### config.mk
export PLATFORM = sky130hd
export DESIGN_NAME = bcd_edge_counter
export DESIGN_NICKNAME = d
export VERILOG_FILES = /design/src/rtl/bcd_cnt_pkg.sv /design/src/rtl/bcd_sync.sv /design/src/rtl/bcd_rst_sync.sv /design/src/rtl/bcd_edge_qual.sv /design/src/rtl/bcd_count_core.sv /design/src/rtl/bcd_edge_counter.sv
export SDC_FILE = /design/constraint.sdc
export NUM_CORES = 1
export LEC_CHECK = 0
export ABC_AREA = 0
export BUFFER_PORTS_ARGS = -buffer_cell sky130_fd_sc_hd__buf_2
export CAP_MARGIN = 20
export CORE_AREA = 2 2 39 41
export CTS_BUF_LIST = sky130_fd_sc_hd__clkbuf_16
export CTS_CLUSTER_SIZE = 16
export DETAILED_ROUTE_END_ITERATION = 8
export DIE_AREA = 0 0 41 43
export GPL_TIMING_DRIVEN = 0
export PLACE_DENSITY = 0.56
export SLEW_MARGIN = 20
export SYNTH_ARGS = -nofsm -noshare
export SYNTH_HDL_FRONTEND = slang
export SYNTH_HIERARCHICAL = 1
export SYNTH_SLANG_ARGS = --single-unit
export TNS_END_PERCENT = 50
### constraint.sdc
create_clock -name clk -period 2.06 [get_ports clk]
set_input_delay 0.206 -clock clk [delete_from_list [all_inputs] [get_ports clk]]
set_output_delay 0.206 -clock clk [all_outputs]
set_load 0.05 [all_outputs]
### src/rtl/bcd_cnt_pkg.sv
package bcd_cnt_pkg;
  localparam int unsigned DIGIT_W   = 4;
  localparam int unsigned DIGIT_MAX = 9;

  typedef logic [DIGIT_W-1:0] digit_t;

  typedef struct packed {
    logic up_hit;
    logic dn_hit;
  } edge_ev_t;

  // Next BCD value; any out-of-range code also falls back to zero.
  function automatic digit_t digit_next(input digit_t cur);
    if (cur >= digit_t'(DIGIT_MAX)) return '0;
    return cur + digit_t'(1);
  endfunction
endpackage

### src/rtl/bcd_sync.sv
module bcd_sync #(
  parameter int unsigned WIDTH  = 2,
  parameter int unsigned STAGES = 2
) (
  input  logic             clk,
  input  logic [WIDTH-1:0] d_in,
  output logic [WIDTH-1:0] q_out
);
  localparam int unsigned TOP = STAGES - 1;

  for (genvar i = 0; i < WIDTH; i++) begin : g_bit
    logic [STAGES-1:0] chain;
    always_ff @(posedge clk) begin
      chain <= {chain[TOP-1:0], d_in[i]};
    end
    assign q_out[i] = chain[TOP];
  end
endmodule

### src/rtl/bcd_rst_sync.sv
module bcd_rst_sync #(
  parameter int unsigned STAGES = 2
) (
  input  logic clk,
  input  logic arst_in,
  output logic hold_o
);
  localparam int unsigned TOP = STAGES - 1;

  logic [STAGES-1:0] pipe;

  always_ff @(posedge clk or posedge arst_in) begin
    if (arst_in) pipe <= '1;
    else         pipe <= {pipe[TOP-1:0], 1'b0};
  end

  assign hold_o = pipe[TOP];
endmodule

### src/rtl/bcd_edge_qual.sv
module bcd_edge_qual
  import bcd_cnt_pkg::*;
(
  input  logic     clk,
  input  logic     up_s,
  input  logic     dn_s,
  output edge_ev_t ev_o,
  output logic     adv_o
);
  logic up_prev;
  logic dn_prev;
  logic up_rise;
  logic dn_fall;

  always_ff @(posedge clk) begin
    up_prev <= up_s;
    dn_prev <= dn_s;
  end

  assign up_rise = up_s & ~up_prev;
  assign dn_fall = dn_prev & ~dn_s;

  always_comb begin
    ev_o.up_hit = up_rise & dn_s;
    ev_o.dn_hit = dn_fall & ~up_s;
    adv_o       = ev_o.up_hit | ev_o.dn_hit;
  end
endmodule

### src/rtl/bcd_count_core.sv
module bcd_count_core
  import bcd_cnt_pkg::*;
(
  input  logic   clk,
  input  logic   arst_in,
  input  logic   hold_in,
  input  logic   adv_in,
  output digit_t count_o,
  output logic   term_o
);
  digit_t cnt_q;

  always_ff @(posedge clk or posedge arst_in) begin
    if (arst_in)      cnt_q <= '0;
    else if (hold_in) cnt_q <= '0;
    else if (adv_in)  cnt_q <= digit_next(cnt_q);
  end

  assign count_o = cnt_q;
  assign term_o  = (cnt_q == digit_t'(DIGIT_MAX));
endmodule

### src/rtl/bcd_edge_counter.sv
module bcd_edge_counter
  import bcd_cnt_pkg::*;
#(
  parameter int unsigned SYNC_STAGES = 2,
  parameter int unsigned RST_STAGES  = 2
) (
  input  logic               clk,
  input  logic               rst_in,
  input  logic               rise_ctl_in,
  input  logic               fall_ctl_in,
  output logic [DIGIT_W-1:0] count_o,
  output logic               term_o
);
  localparam int unsigned N_CTL = 2;

  logic [N_CTL-1:0] ctl_raw;
  logic [N_CTL-1:0] ctl_s;
  logic             hold;
  edge_ev_t         ev;
  logic             adv;
  digit_t           digit;

  assign ctl_raw = {fall_ctl_in, rise_ctl_in};

  bcd_sync #(.WIDTH(N_CTL), .STAGES(SYNC_STAGES)) u_sync (
    .clk  (clk),
    .d_in (ctl_raw),
    .q_out(ctl_s)
  );

  bcd_rst_sync #(.STAGES(RST_STAGES)) u_rst (
    .clk    (clk),
    .arst_in(rst_in),
    .hold_o (hold)
  );

  bcd_edge_qual u_edge (
    .clk  (clk),
    .up_s (ctl_s[0]),
    .dn_s (ctl_s[1]),
    .ev_o (ev),
    .adv_o(adv)
  );

  bcd_count_core u_core (
    .clk    (clk),
    .arst_in(rst_in),
    .hold_in(hold),
    .adv_in (adv),
    .count_o(digit),
    .term_o (term_o)
  );

  assign count_o = digit;
endmodule

==> impl_metrics.py, run 1 <==
metrics = {
    "run_status": {
        "status": "complete, no violations",
    },
    "layout": {
        "layout.cells.non_filler": 72,
        "finalNetCount": 64,
        "antenna_cells": 0,
        "utilization_pct": 45.8,
        "drive_gt1_share_pct": 33.9,
        "area_growth_pct": 30.7,
    },
    "cts": {
        "h-tree-depth": 1,
        "cts_hold_buf": 1,
        "cts_max_path_buffers": 2,
        "cts-root-buf": "clkbuf_16",
        "clk_pin_slew_ns": 0.04,
        "cts_tree": "done",
        "cts_setup_buffers": 0,
        "clock-sinks": 12,
        "cts_resized": 0,
        "clock_latency_ns": 0.23,
        "cts_buffers": 3,
    },
    "floorplanning": {
        "coreArea_um2": 1380,
        "die-area_um2": 1760,
        "ios": 9,
        "rows": 14,
        "start_util_pct": 35.0,
        "die_w_um": 41,
        "die_h_um": 43,
    },
    "timing": {
        "slew_violations": 0,
        "fin_worst_skew_ns": 0.000743,
        "finalHoldViolations": 0,
        "worst_slack_ns": 0.551,
        "period_needed_ns": 1.51,
        "rsz0062_at_grt": "no",
        "setup_viol": 0,
        "fmax_ghz": 0.663,
        "period_share_pct": 73.2,
        "fin_setup_tns_ns": 0,
    },
    "synth": {
        "yosys_warnings": 6,
        "syn_area_um2": 484,
        "synthCells": 43,
        "avgSynthCellArea_um2": 11.3,
        "synth_nets": 50,
    },
    "worst_setup_path": {
        "critPathMaxFanout": 4,
        "crit_type": "reg -> out",
        "crit_buf_inv": 2,
        "cp.depth": 5,
        "r2r_slack_ns": 0.63,
        "worstPathArrival_ns": 1.30,
        "endpoint_kind": "output port",
        "worstRegToRegCells": 7,
        "required_ns": 1.85,
        "crit_chain": "inv_1 > ha_1 > nand2_1 > nor2_1 > buf_2",
        "critical_path.reg2reg.endpoint": "u_core/count_o[2]$_DFFE_PP0P_",
        "slowest_stage": "dfrtp_1",
        "cp-start-kind": "register",
        "r2r_start": "u_sync/g_bit[1].chain[1]$_DFF_P_",
        "cp-endpoint": "term_o",
        "critical-path-top-delay-family": "flip-flops",
        "crit_start": "u_core/count_o[1]$_DFFE_PP0P_",
        "critPathMaxStageDelay_ns": 0.40,
    },
    "detailed_routing": {
        "final_antenna_net_count": 0,
        "routedWlPerCell_um": 9.81,
        "drc": 0,
        "firstDrtPassIters": 1,
        "routed_wl_um": 706,
        "dr_total_vias": 324,
        "drtIter0Drc": 0,
        "vias_per_cell": 4.50,
    },
    "min_path": {
        "min-delay-path-class": "in -> reg",
    },
    "place": {
        "placed_cells": 67,
        "dp_hpwl_um": 522,
        "port_buffers": 8,
        "gp_congestion": 0.649,
        "place_ws_ns": 0.631,
    },
    "pwr": {
        "finalPower_uw": 642,
        "irDropWorstVdd_uv": 564,
        "p_leak_uw": 0.000297,
        "p_per_area_nw_per_um2": 1010,
    },
    "grt": {
        "grt_use_total_pct": 10.1,
        "grt_pass1_vias": 330,
        "grt_overflow": 0,
        "grt_max_degree": 9,
        "grt_pass1_wl_mm": 1.21,
        "antenna_found_initial": 0,
    },
    "job": {
        "cap_violations": 0,
    },
}
[power breakdown]
group | switching [µW] | internal [µW] | leakage (µW)
Clock | 87.1 | 254 | 0.0000385
Combinational | 26.1 | 19.4 | 0.000132
Sequential | 7.51 | 247 | 0.000127
Total | 121 | 521 | 0.000297
[area by class of cell]
type | count | area, µm²
multi-input combinational | 24 | 176
clock inverter | 1 | 3.75
tap | 16 | 20.0
fill | 128 | 751
buffer | 3 | 20.0
sequential | 12 | 273
inverter | 4 | 15.0
timing repair buffer | 9 | 50.0
clock buffer | 3 | 75.1
[sequential cells by signal (all words and copies together), names as in the netlist]
register and cells:
u_edge/up_prev 1, u_core/count_o 4, u_rst/pipe 2, u_edge/dn_prev 1
u_sync/g_bit.chain 4
[routing by layer]
layer | part of all wire [%] | GRT usage (%) | routed length, µm | up-vias
li1 | - | - | - | 166
met1 | 49 | 12.9 | 345 | 149
met2 | 47 | 14.4 | 329 | 7
met3 | 3.1 | 1.57 | 22 | 2
met4 | 1.1 | 8.00 | 8 | 0
met5 | 0 | 0 | 0 | -
[per-stage QoR]
step                      area, µm²  hold slack (ns)
after floorplan                 484          -0.0279
after CTS                       633           0.0677
after detailed placement        544            0.110
final                           633           0.0719
after global routing            633           0.0661
after global placement          544            0.109
[worst min path at each step]
stage	to	startpoint	slack, ns	cells after the start
finish	u_sync/g_bit[1].chain[0]$_DFF_P_	fall_ctl_in	0.07	1
global route	u_sync/g_bit[0].chain[0]$_DFF_P_	rise_ctl_in	0.07	1
CTS	u_sync/g_bit[0].chain[0]$_DFF_P_	rise_ctl_in	0.07	1
detailed placement	u_core/count_o[2]$_DFFE_PP0P_	rst_in	0.11	2
global placement	u_core/count_o[2]$_DFFE_PP0P_	rst_in	0.11	2
floorplan	u_core/count_o[0]$_DFFE_PP0P_	rst_in	-0.03	1
[layout by cell type (no fill, tap or decap), types with 2 or more instances in the layout]
master,instances
clkbuf_16,3
buf_2,8
nor2_1,2
dfxtp_1,6
dfrtp_1,4
buf_4,2
dfstp_2,2
nand2_1,5
ha_1,3
inv_1,4
No activity file was read; power rests on OpenSTA's default activity.
==> inputs of run 2 (changes only) <==
ABC_AREA = 1   (was 0)
PLACE_DENSITY = 0.59   (was 0.56)
clock period = 1.4 ns   (was 2.06 ns; I/O delays follow)
==> run 2 against run 1 <==
Compared with the run above: critical path depth did not move; synthesized cell count rose by 30%; critical endpoint unchanged; via count rose by 17%; largest power group unchanged; largest cell class unchanged; critical path type unchanged; clock power rose by 49%.
==> impl_metrics.py, run 2 <==
metrics = {
    "detailed_routing": {
        "final_antenna_net_count": 0,
        "drc": 0,
        "drtIter0Drc": 6,
        "dr_total_vias": 378,
        "firstDrtPassIters": 4,
        "vias_per_cell": 4.30,
        "routedWlPerCell_um": 8.78,
        "routed_wl_um": 773,
    },
    "cts": {
        "cts_max_path_buffers": 2,
        "cts-root-buf": "clkbuf_16",
        "clk_pin_slew_ns": 0.04,
        "clock_latency_ns": 0.24,
        "cts_tree": "done",
        "cts_buffers": 3,
        "clock-sinks": 12,
        "h-tree-depth": 1,
    },
    "synth": {
        "synth_nets": 63,
        "synthCells": 56,
        "yosys_warnings": 6,
        "avgSynthCellArea_um2": 9.23,
        "syn_area_um2": 517,
    },
    "pwr": {
        "p_switching_uw": 188,
        "seqPwrFrac_pct": 39.2,
        "p_leak_uw": 0.000365,
        "irDropWorstVdd_uv": 1280,
        "intPower_uw": 769,
        "p_comb_share_pct": 7.7,
        "clockPowerShare_pct": 53.1,
        "switching_share_pct": 19.6,
        "p_per_area_nw_per_um2": 1340,
        "finalPower_uw": 956,
    },
    "timing": {
        "slew_violations": 0,
        "finalHoldViolations": 0,
        "period_share_pct": 95.3,
        "fin_worst_skew_ns": 0.00341,
        "setup_viol": 0,
        "rsz0062_at_grt": "no",
        "fin_setup_tns_ns": 0,
        "holdWs_ns": 0.322,
        "fmax_ghz": 0.750,
        "period_needed_ns": 1.33,
    },
    "worst_setup_path": {
        "crit_type": "reg -> out",
        "endpoint_kind": "output port",
        "worstPathArrival_ns": 1.19,
        "critPathMaxFanout": 2,
        "cp-start-kind": "register",
        "required_ns": 1.26,
    },
    "floorplanning": {
        "ios": 9,
        "coreArea_um2": 1380,
        "rows": 14,
        "die_h_um": 43,
        "start_util_pct": 37.3,
        "die_w_um": 41,
        "die-area_um2": 1760,
    },
    "layout": {
        "drive_gt1_share_pct": 38.9,
        "area_growth_pct": 38.5,
        "layout.cells.non_filler": 88,
        "final_common_cell": "nand2_1",
        "final_cell_mix": "nand2_1, inv_1, buf_2, dfxtp_1, nor2_1",
        "finalNetCount": 80,
        "antenna_cells": 0,
    },
    "place": {
        "port_buffers": 8,
        "gp_congestion": 0.656,
        "dp_hpwl_um": 573,
        "placed_cells": 80,
    },
    "grt": {
        "grt_max_degree": 8,
        "antenna_found_initial": 0,
        "grt_pass1_vias": 337,
        "grt_overflow": 0,
        "grt_use_total_pct": 11.6,
        "grt_pass1_wl_mm": 1.23,
    },
    "min_path": {
        "min-delay-path-class": "reg -> reg",
    },
    "job": {
        "cap_violations": 0,
    },
    "run_status": {
        "status": "complete, no violations",
    },
}
## run 2: changes by cell type in the layout (fill, tap and decap cells not counted), sizes merged, moves of 4 or more
cell / previous run / this run
inv: 4 / 11
nand2: 5 / 13
nand3: 0 / 4
nor2: 2 / 6
## run 2: area by class of cell
| class | count | area, µm² |
|---|---|---|
| buffer | 2 | 15.0 |
| clock buffer | 3 | 75.1 |
| clock inverter | 1 | 3.75 |
| fill | 128 | 668 |
| inverter | 11 | 41.3 |
| multi-input combinational | 31 | 198 |
| sequential | 12 | 275 |
| tap | 16 | 20.0 |
| timing repair buffer | 12 | 87.6 |
## run 2: critical path, cell delays in order (launching register included)
cell and delay (ns):
dfrtp_2 0.40, inv_2 0.06, ha_2 0.17, nand2_1 0.08
nor2_4 0.10, buf_8 0.15
## run 2: path summary, 6_finish.rpt
kind	slack (ns)	startpoint	depth (start not counted)	to
min reg2reg	0.32	u_sync/g_bit[1].chain[0]$_DFF_P_	0	u_sync/g_bit[1].chain[1]$_DFF_P_
min	0.32	u_sync/g_bit[1].chain[0]$_DFF_P_	0	u_sync/g_bit[1].chain[1]$_DFF_P_
min in group asynchronous	0.34	rst_in	3	u_core/count_o[3]$_DFFE_PP0P_
max reg2reg	0.25	u_sync/g_bit[0].chain[1]$_DFF_P_	10	u_core/count_o[2]$_DFFE_PP0P_
max	0.07	u_core/count_o[1]$_DFFE_PP0P_	5	term_o
max in group asynchronous	0.89	rst_in	3	u_rst/pipe[1]$_DFF_PP1_
## run 2: routing by layer
| metal | share of wire [%] | track usage [%] |
|---|---|---|
| met1 | 43 | 11.1 |
| met5 | 0 | 0 |
| met3 | 6.5 | 7.85 |
| met4 | 4.0 | 10.0 |
| met2 | 46 | 15.9 |
## run 2: stage by stage
stage                     area [µm²]  util (%)  worst slack, ns
after global routing             716      51.7          0.00462
after floorplan                  527         -           0.0992
after detailed placement         587      42.4            0.178
after CTS                        692      50.0           0.0131
final                            716      51.7           0.0660
after global placement           587      42.4            0.191
## run 2: power groups by stage
| stage | logic (µW) | clock network, µW | registers, µW |
|---|---|---|---|
| 6_report | 74.0 | 508 | 375 |
| 5_1_grt | 81.8 | 541 | 377 |
| 3_3_place_gp | 63.8 | 0 | 380 |
| 2_1_floorplan | 38.1 | 0 | 392 |
| 4_1_cts | 69.5 | 519 | 376 |
| 3_5_place_dp | 65.3 | 0 | 381 |
## run 2: what timing repair did
item,CTS,global route
setup endpoints to repair,1,1
endpoints found under the hold margin,7,1
buffers inserted,0,1
pin swaps,0,0
resized for setup,2,3
hold buffers,2,1
